`src/rtl/cfgguard_pkg.sv`:
```
package cfgguard_pkg;

    typedef enum logic [1:0] {
        ST_WAIT_LOAD = 2'd0,
        ST_CAPTURE   = 2'd1,
        ST_WATCH     = 2'd2,
        ST_TRIPPED   = 2'd3
    } guard_state_e;

    localparam int unsigned DEF_CFG_W   = 16;
    localparam int unsigned DEF_CP_BIT  = 13;
    localparam int unsigned DEF_WRP_BIT = 12;

endpackage

```
`src/rtl/cfgguard_store.sv`:
```
module cfgguard_store #(
    parameter int unsigned CFG_W = 16
) (
    input  logic             clk,
    input  logic             rst_n,
    input  logic             ld_en,
    input  logic [CFG_W-1:0] ld_word,
    output logic [CFG_W-1:0] act_word,
    output logic [CFG_W-1:0] shd_word
);

    localparam logic [CFG_W-1:0] ERASED = {CFG_W{1'b1}};

    logic [CFG_W-1:0] active_q;
    logic [CFG_W-1:0] shadow_q;

    // Both copies are written at the same edge so they never disagree
    // because of the load itself.
    always_ff @(posedge clk or negedge rst_n) begin
        if (!rst_n) begin
            active_q <= ERASED;
            shadow_q <= ~ERASED;
        end else if (ld_en) begin
            active_q <= ld_word;
            shadow_q <= ~ld_word;
        end
    end

    assign act_word = active_q;
    assign shd_word = shadow_q;

endmodule

```
`src/rtl/cfgguard_cmp.sv`:
```
module cfgguard_cmp #(
    parameter int unsigned CFG_W = 16
) (
    input  logic [CFG_W-1:0] act_word,
    input  logic [CFG_W-1:0] shd_word,
    output logic             mismatch
);

    logic [CFG_W-1:0] pair_ok;

    // A healthy bit pair always holds opposite values.
    genvar gi;
    generate
        for (gi = 0; gi < CFG_W; gi++) begin : g_pair
            assign pair_ok[gi] = act_word[gi] ^ shd_word[gi];
        end
    endgenerate

    assign mismatch = ~&pair_ok;

endmodule

```
`src/rtl/cfgguard_seq.sv`:
```
module cfgguard_seq
    import cfgguard_pkg::*;
(
    input  logic         clk,
    input  logic         rst_n,
    input  logic         ld_strobe,
    input  logic         mismatch,
    output guard_state_e state,
    output logic         ld_accept,
    output logic         cfg_valid,
    output logic         tripped
);

    guard_state_e st_q;
    guard_state_e st_d;

    // State register
    always_ff @(posedge clk or negedge rst_n) begin
        if (!rst_n) begin
            st_q <= ST_WAIT_LOAD;
        end else begin
            st_q <= st_d;
        end
    end

    // Next state. A load wins over a mismatch in the same cycle,
    // because the load rewrites both copies consistently.
    always_comb begin
        st_d = st_q;
        unique case (st_q)
            ST_WAIT_LOAD: begin
                if (ld_strobe)     st_d = ST_CAPTURE;   // T_LOAD
                else if (mismatch) st_d = ST_TRIPPED;   // T_UPSET
            end
            ST_CAPTURE: begin
                if (ld_strobe)     st_d = ST_CAPTURE;   // T_RELOAD
                else               st_d = ST_WATCH;     // T_SETTLE
            end
            ST_WATCH: begin
                if (ld_strobe)     st_d = ST_CAPTURE;   // T_LOAD
                else if (mismatch) st_d = ST_TRIPPED;   // T_UPSET
            end
            ST_TRIPPED: begin
                st_d = ST_TRIPPED;                      // T_HOLD
            end
            default: st_d = ST_TRIPPED;
        endcase
    end

    // Outputs decoded from the current state
    always_comb begin
        ld_accept = 1'b0;
        cfg_valid = 1'b0;
        tripped   = 1'b0;
        unique case (st_q)
            ST_WAIT_LOAD: ld_accept = ld_strobe;
            ST_CAPTURE: begin
                ld_accept = ld_strobe;
                cfg_valid = 1'b1;
            end
            ST_WATCH: begin
                ld_accept = ld_strobe;
                cfg_valid = 1'b1;
            end
            ST_TRIPPED: tripped = 1'b1;
            default:    tripped = 1'b1;
        endcase
    end

    assign state = st_q;

endmodule

```
`src/rtl/cfgguard_access.sv`:
```
module cfgguard_access #(
    parameter int unsigned DATA_W = 16
) (
    input  logic              clk,
    input  logic              rst_n,
    input  logic              prog_mode,
    input  logic              cfg_valid,
    input  logic              tripped,
    input  logic              cp_n,
    input  logic              wrp_n,
    input  logic              ext_rd_req,
    input  logic              ext_wr_req,
    input  logic              int_wr_req,
    input  logic              int_er_req,
    input  logic              fetch_req,
    input  logic [DATA_W-1:0] mem_rd_data,
    output logic              ext_rd_gnt,
    output logic              ext_wr_gnt,
    output logic              int_wr_gnt,
    output logic              int_er_gnt,
    output logic              fetch_gnt,
    output logic [DATA_W-1:0] ext_rd_data,
    output logic              access_viol
);

    logic ext_rd_live;
    logic ext_wr_live;
    logic ext_ok;
    logic int_ok;
    logic deny_any;
    logic viol_q;

    // External requests count only in programming/debug mode.
    assign ext_rd_live = prog_mode & ext_rd_req;
    assign ext_wr_live = prog_mode & ext_wr_req;

    assign ext_ok = cfg_valid & cp_n & ~tripped;
    assign int_ok = wrp_n & ~tripped;

    assign ext_rd_gnt = ext_rd_live & ext_ok;
    assign ext_wr_gnt = ext_wr_live & ext_ok;
    assign int_wr_gnt = int_wr_req & int_ok;
    assign int_er_gnt = int_er_req & int_ok;
    assign fetch_gnt  = fetch_req;

    assign ext_rd_data = ext_rd_gnt ? mem_rd_data : '0;

    assign deny_any = (ext_rd_live & ~ext_ok) | (ext_wr_live & ~ext_ok)
                    | (int_wr_req & ~int_ok) | (int_er_req & ~int_ok);

    always_ff @(posedge clk or negedge rst_n) begin
        if (!rst_n) begin
            viol_q <= 1'b0;
        end else begin
            viol_q <= deny_any;
        end
    end

    assign access_viol = viol_q;

endmodule

```
`src/rtl/cfgword_guard.sv`:
```
module cfgword_guard
    import cfgguard_pkg::*;
#(
    parameter int unsigned CFG_W   = DEF_CFG_W,
    parameter int unsigned CP_BIT  = DEF_CP_BIT,
    parameter int unsigned WRP_BIT = DEF_WRP_BIT
) (
    input  logic             clk,
    input  logic             rst_n,
    input  logic             prog_mode,
    input  logic             ld_strobe,
    input  logic [CFG_W-1:0] ld_word,
    input  logic             ext_rd_req,
    input  logic             ext_wr_req,
    input  logic             int_wr_req,
    input  logic             int_er_req,
    input  logic             fetch_req,
    input  logic [CFG_W-1:0] mem_rd_data,
    output logic             ext_rd_gnt,
    output logic             ext_wr_gnt,
    output logic             int_wr_gnt,
    output logic             int_er_gnt,
    output logic             fetch_gnt,
    output logic [CFG_W-1:0] ext_rd_data,
    output logic             access_viol,
    output logic             cfg_rst_req
);

    guard_state_e     st;
    logic             ld_accept;
    logic             cfg_valid;
    logic             tripped;
    logic             mismatch;
    logic [CFG_W-1:0] cfg_act;
    logic [CFG_W-1:0] cfg_shd;

    cfgguard_store #(.CFG_W(CFG_W)) u_store (
        .clk      (clk),
        .rst_n    (rst_n),
        .ld_en    (ld_accept),
        .ld_word  (ld_word),
        .act_word (cfg_act),
        .shd_word (cfg_shd)
    );

    cfgguard_cmp #(.CFG_W(CFG_W)) u_cmp (
        .act_word (cfg_act),
        .shd_word (cfg_shd),
        .mismatch (mismatch)
    );

    cfgguard_seq u_seq (
        .clk       (clk),
        .rst_n     (rst_n),
        .ld_strobe (ld_strobe),
        .mismatch  (mismatch),
        .state     (st),
        .ld_accept (ld_accept),
        .cfg_valid (cfg_valid),
        .tripped   (tripped)
    );

    cfgguard_access #(.DATA_W(CFG_W)) u_access (
        .clk         (clk),
        .rst_n       (rst_n),
        .prog_mode   (prog_mode),
        .cfg_valid   (cfg_valid),
        .tripped     (tripped),
        .cp_n        (cfg_act[CP_BIT]),
        .wrp_n       (cfg_act[WRP_BIT]),
        .ext_rd_req  (ext_rd_req),
        .ext_wr_req  (ext_wr_req),
        .int_wr_req  (int_wr_req),
        .int_er_req  (int_er_req),
        .fetch_req   (fetch_req),
        .mem_rd_data (mem_rd_data),
        .ext_rd_gnt  (ext_rd_gnt),
        .ext_wr_gnt  (ext_wr_gnt),
        .int_wr_gnt  (int_wr_gnt),
        .int_er_gnt  (int_er_gnt),
        .fetch_gnt   (fetch_gnt),
        .ext_rd_data (ext_rd_data),
        .access_viol (access_viol)
    );

    assign cfg_rst_req = tripped;

endmodule

```
`config.mk`:
```
export PLATFORM = sky130hd
export DESIGN_NAME = cfgword_guard
export DESIGN_NICKNAME = d
export VERILOG_FILES = /design/src/rtl/cfgguard_pkg.sv /design/src/rtl/cfgguard_store.sv /design/src/rtl/cfgguard_cmp.sv /design/src/rtl/cfgguard_seq.sv /design/src/rtl/cfgguard_access.sv /design/src/rtl/cfgword_guard.sv
export SDC_FILE = /design/constraint.sdc
export NUM_CORES = 1
export LEC_CHECK = 0
export BUFFER_PORTS_ARGS = -buffer_cell sky130_fd_sc_hd__buf_2
export CORE_ASPECT_RATIO = 0.8
export CORE_MARGIN = 3
export CORE_UTILIZATION = 48
export CTS_CLUSTER_SIZE = 20
export DETAILED_ROUTE_END_ITERATION = 6
export PLACE_DENSITY = 0.78
export SLEW_MARGIN = 10
export SYNTH_ARGS = -nofsm -noshare
export SYNTH_HDL_FRONTEND = slang
export SYNTH_SLANG_ARGS = --single-unit
export TNS_END_PERCENT = 5
```
`constraint.sdc`:
```
create_clock -name clk -period 1.73 [get_ports clk]
set_input_delay 0.173 -clock clk [delete_from_list [all_inputs] [get_ports clk]]
set_output_delay 0.173 -clock clk [all_outputs]
set_load 0.01 [all_outputs]
```
# Yosys cells after proc, flatten, opt, wreduce, memory -nomap -nowiden
# Index checks and enable logic that the tools add are counted.
[totals]
output_inout_bits = 23
elab_cells = 57
reg_bits = 35
input_bits = 41
[classes]
eq_ne = 4
n_reduce_logical = 5
n_mux = 8
bitwise = 36
[ops]
columns = ["op", "n"]
rows = [
  ["16-bit 2-to-1 mux", 1],
  ["16-bit inverter", 1],
  ["16-bit AND reduction", 1],
  ["1-bit XOR", 16],
  ["1-bit AND", 13],
  ["2-bit 2-to-1 mux", 3],
  ["2-bit one-hot mux with 3 select lines", 1],
  ["2-bit == test (second input constant)", 2],
  ["2-bit OR reduction", 2],
  ["1-bit 2-to-1 mux", 3],
  ["3-bit != test (second input constant)", 1],
  ["1-bit inverter", 3],
  ["1-bit bitwise OR", 3],
  ["3-bit OR reduction", 1],
  ["2-bit by 1-bit == test with 1-bit output (second input constant)", 1],
  ["2-bit zero test", 1],
]

# Logic depth before layout (Yosys ltp)
[logic_depth]
word_depth = 10
mapped_depth = 7
ltp_nobuf = 6

# Cells and area by module
# A second synthesis with hierarchy kept.
[hier_totals]
hier_cells = 147
area_unflattened_um2 = 1845.5
[by_module_without_submodules]
columns = ["module", "seq_area_each_um2", "cells_each", "area_per_inst_um2", "n_inst"]
rows = [
  ["cfgguard_store", 820.8, 84, 1327.5, 1],
  ["cfgguard_access", 25.0, 31, 226.5, 1],
  ["cfgguard_cmp", 0.0, 21, 171.4, 1],
  ["cfgguard_seq", 50.0, 11, 120.1, 1],
]

# Worst setup path after synthesis
# No wires, ideal clock.
[synth_path]
path_type = "reg-to-output"
start = "register u_seq.st_q[0], in the netlist u_seq.state[0]"
end = "output ext_rd_data[0]"
setup_slack_ps = 76
arrival_time_ps = 1481
required_time_ps = 1557
stages_incl_launch_ff = 8
path_buffers = 2
path_cell_list = "dfrtp_1 -> inv_1 -> ha_1 -> and3b_1 -> and3_1 -> buf_2 -> buf_6 -> and2_1"
[synth_via]
elab_chain_len = 7
word_cells_on_any_way = 11
classes_between = "eq/ne: 3; mux: 3; bitwise: 4; reduce/logical: 1"
[synth_rtl]
columns = ["element", "line_no", "source"]
rows = [
  ["from (decl)", "cfgguard_seq.sv:14", "guard_state_e st_q;"],
  ["from (signal assigned)", "cfgguard_seq.sv:22", "st_q <= st_d;"],
  ["2-bit by 1-bit == test with 1-bit output or 2-bit == test (tied branches)", "cfgguard_seq.sv:55", "unique case (st_q)"],
  ["2-bit OR reduction (no line)", "n/a", ""],
  ["1-bit 2-to-1 mux", "cfgguard_seq.sv:55", ""],
  ["1-bit AND", "cfgguard_access.sv:37", "assign ext_ok = cfg_valid & cp_n & ~tripped;"],
  ["1-bit AND *", "cfgguard_access.sv:37", ""],
  ["1-bit AND *", "cfgguard_access.sv:40", "assign ext_rd_gnt = ext_rd_live & ext_ok;"],
  ["named net ext_rd_gnt", "cfgword_guard.sv:19", "output logic ext_rd_gnt,"],
  ["16-bit 2-to-1 mux *", "cfgguard_access.sv:46", "assign ext_rd_data = ext_rd_gnt ? mem_rd_data : '0;"],
  ["to (decl)", "cfgword_guard.sv:24", "output logic [CFG_W-1:0] ext_rd_data,"],
]
# The timed path passes the listed nets; every way through them passes the cells marked *.

# Final worst setup path
[layout_path]
start = "register u_seq.st_q[1], in the netlist u_seq.state[1]"
end = "output ext_rd_data[4]"
[layout_via]
elab_chain_len = 7
word_cells_on_any_way = 11
classes_between = "eq/ne: 3; mux: 3; bitwise: 4; reduce/logical: 1"
[layout_rtl]
columns = ["element", "line_no"]
rows = [
  ["2-bit by 1-bit == test with 1-bit output or 2-bit == test (tied branches)", "cfgguard_seq.sv:55"],
  ["2-bit OR reduction (no line)", "n/a"],
  ["1-bit 2-to-1 mux", "cfgguard_seq.sv:55"],
  ["1-bit AND", "cfgguard_access.sv:37"],
  ["1-bit AND *", "cfgguard_access.sv:37"],
  ["1-bit AND *", "cfgguard_access.sv:40"],
  ["16-bit 2-to-1 mux *", "cfgguard_access.sv:46"],
]
# Every way passes the cells marked *; elsewhere a longest branch is shown, timed or not.

==> qor.yml <==
status:
  outcome: "finished, violations left"
  failed_checks: "setup timing"
global_routing:
  grt_max_degree: 36
  grt_remaining_overflow: 0
  grt_pass1_wl_mm: 5.73
  antenna_found_initial: 0
  track_usage_pct: 17.4
  grt_pass1_vias: 1379
clocking:
  root_buffer: "clkbuf_8"
  cts_tree: "done"
  clkSinkCount: 35
  max-clock-path-buffers: 2
  insertion_delay_ns: 0.28
  clkTransAtPathRegs_ns: 0.07
  htree_num_levels: 2
  cts_buffers: 5
synthesis:
  synth.top_cell.area_share_pct: 27.9
  yosysMostFrequentCell: "dfrtp_1"
  mappedNetlistArea_um2: 1700
  syn_avg_cell_area_um2: 11.4
  syn_nets: 194
  synth_cell_types: 26
  ys_seq_area_share_pct: 52.6
  ys_ff_latch: 35
  yosys-top-cells-count: "dfrtp_1 (19), and2_1 (18), dfstp_2 (16), mux2_2 (16), o21ai_0 (16)"
  yosysTopAreaCell: "dfrtp_1"
  synthArstFlopShare_pct: 100
  synthTopCellsByArea: "dfrtp_1 (28%), dfstp_2 (25%), mux2_2 (11%)"
  synth_edf_count: 0
  synthFlopType: "dfrtp_1"
  ys.warnings.count: 0
  synthCells: 149
min_path:
  worstHoldStart: "ld_word[15]"
  worst_hold_path_type: "primary input to register"
  hold_depth: 2
  hold_end: "u_store.shd_word[15]"
placement:
  portBuffers: 61
  placed_area_um2: 2050
  gp_congestion: 0.676
  dp_hpwl_mm: 2.58
critical_path:
  crit_type: "register to primary output"
  crit_chain: "inv_2 -> ha_4 -> and3b_2 -> and3_4 -> and2_4 -> buf_6"
  reg2reg_from: "u_seq.state[1]"
  rr_worst_depth: 5
  crit_fanout: 8
  critPathSlowestCell: "dfrtp_1"
  required_ns: 1.56
  crit_path_end_kind: "primary output"
  critPathMaxStageDelay_ns: 0.41
  ff2ff_setup_slack_ns: 0.17
  worstSetupStartpointType: "register"
  r2r-end: "u_store.act_word[7]"
  cp_data_arrival_time_ns: 1.74
timing:
  rsz0062_at_grt: "true"
  drv_slew: 0
  fin_ws_ns: -0.183
  tns_ns: -2.90
  period_needed_ns: 1.91
  hold_violations: 0
  slew-limit-headroom_pct: 50.6
  fin_crit_sh_pct: 111
  worst_pin_slew_ns: 0.742
  max_freq_mhz: 523
  fin_skew_ns: 0.00364
  setup_viol: 18
cells_and_area:
  syn2layout_area_growth_pct: 34.9
  layout-drive-gt1-share_pct: 56.8
  post-route-util_pct: 70.9
  final_nets: 264
  n_antenna_cell: 0
  fin_area_um2: 2300
power_and_ir_drop:
  leakage_nw: 1.11
  power_density_nw_per_um2: 995
  power_mw: 2.29
  ir_worst_vdd_v: 0.000622
detailed_routing:
  drc: 0
  first_pass_iters: 4
  antenna_left: 0
  wirelength_mm: 3.70
  viasPerCell: 5.10
  drtIter0Drc: 56
  post_drt_wl_per_cell_um: 14.2
  via_count: 1327
floorplanning:
  die_w_um: 72.6
  die_y_um: 59.3
  core_area_um2: 3240
  fp-row-count: 18
  io_pins: 64
  initial_core_util_pct: 52.5
  die-area_um2: 4310
flow_run:
  maxCapViolations: 0
==> through the flow <==
step	worst slack, ns	instances	hold slack, ns
after floorplan	0.0763	149	-0.123
after global placement	0.0308	245	0.266
after detailed placement	-0.118	245	0.280
after CTS	-0.146	259	0.0769
after global routing	-0.212	260	0.0871
final	-0.183	260	0.0775
==> critical path, delay by kind of cell, from the launching register on <==
| family | cells | cell delay (ns) |
|---|---|---|
| adder cells (fa/ha/maj) | 1 | 0.26 |
| AND/OR/NAND/NOR | 3 | 0.62 |
| buffers and inverters | 2 | 0.16 |
| flip-flops | 1 | 0.41 |
==> state kept, by name (all words and copies together), names as in the netlist <==
signal,cells
u_store.act_word,16
u_seq.state,2
u_access.access_viol,1
u_store.shd_word,16
==> worst max-delay path by stage <==
stage / start / to / slack (ns) / cells past startpoint
final: u_seq.state[1] / ext_rd_data[4] / -0.18 / 6
after CTS: u_seq.state[1] / ext_rd_data[3] / -0.15 / 6
after detailed placement: u_seq.state[0] / ext_rd_data[9] / -0.12 / 6
after global placement: u_seq.state[0] / ext_rd_data[0] / 0.03 / 6
after global routing: u_seq.state[1] / ext_rd_data[0] / -0.21 / 6
after floorplan: u_seq.state[0] / ext_rd_data[0] / 0.08 / 7
==> cell families after synthesis <==
logic type	after synthesis	share of synthesized area, %
AO/OA/AOI/OAI	18	5.51
XOR/XNOR	16	8.22
adder cells (fa/ha/maj)	4	2.94
buffers and inverters	11	3.45
flip-flops	35	52.6
multiplexers	18	11.7
AND/OR/NAND/NOR	47	15.6
==> cells in the final DEF, fill, tap and decap left out, types with 4 or more instances in the layout <==
master / count
buf_4: 6
xnor2_1: 12
xor2_1: 4
clkbuf_8: 5
buf_2: 51
mux2_2: 16
and2_4: 9
dfrtp_1: 19
nand2_1: 15
dfstp_2: 16
and2_1: 9
o21ai_0: 16
buf_6: 10
==> power breakdown <==
part | switching, mW | total, mW | internal (mW)
clock network | 0.286 | 0.567 | 0.281
logic | 0.196 | 0.472 | 0.276
registers | 0.145 | 1.25 | 1.10
total | 0.627 | 2.29 | 1.66
==> what timing repair did <==
action / in CTS / in global routing
setup buffers: 3 / 1
pin swaps: 14 / 4
endpoints found under the hold margin: 19 / 0
cloned: 2 / 0
gates resized for setup: 12 / 15
hold buffers: 1 / 0
endpoints found under the setup margin: 18 / 18
==> layer usage <==
| metal | vias up | wire length, um | global-route usage (%) |
|---|---|---|---|
| li1 | 634 | - | - |
| met1 | 642 | 1360 | 18.9 |
| met2 | 44 | 2030 | 32.6 |
| met3 | 7 | 255 | 4.92 |
| met4 | 0 | 47 | 5.53 |
| met5 | - | 0 | 0 |
==> final cells by class <==
cell class	instances	area (um^2)
clock buffers	6	72.6
well taps	40	50.0
flip-flops and latches	35	896
clock inverters	2	12.5
multi-input cells	105	813
fillers	243	945
inverters	3	11.3
repair buffers	69	443
Power figures use the tool's default switching activity.
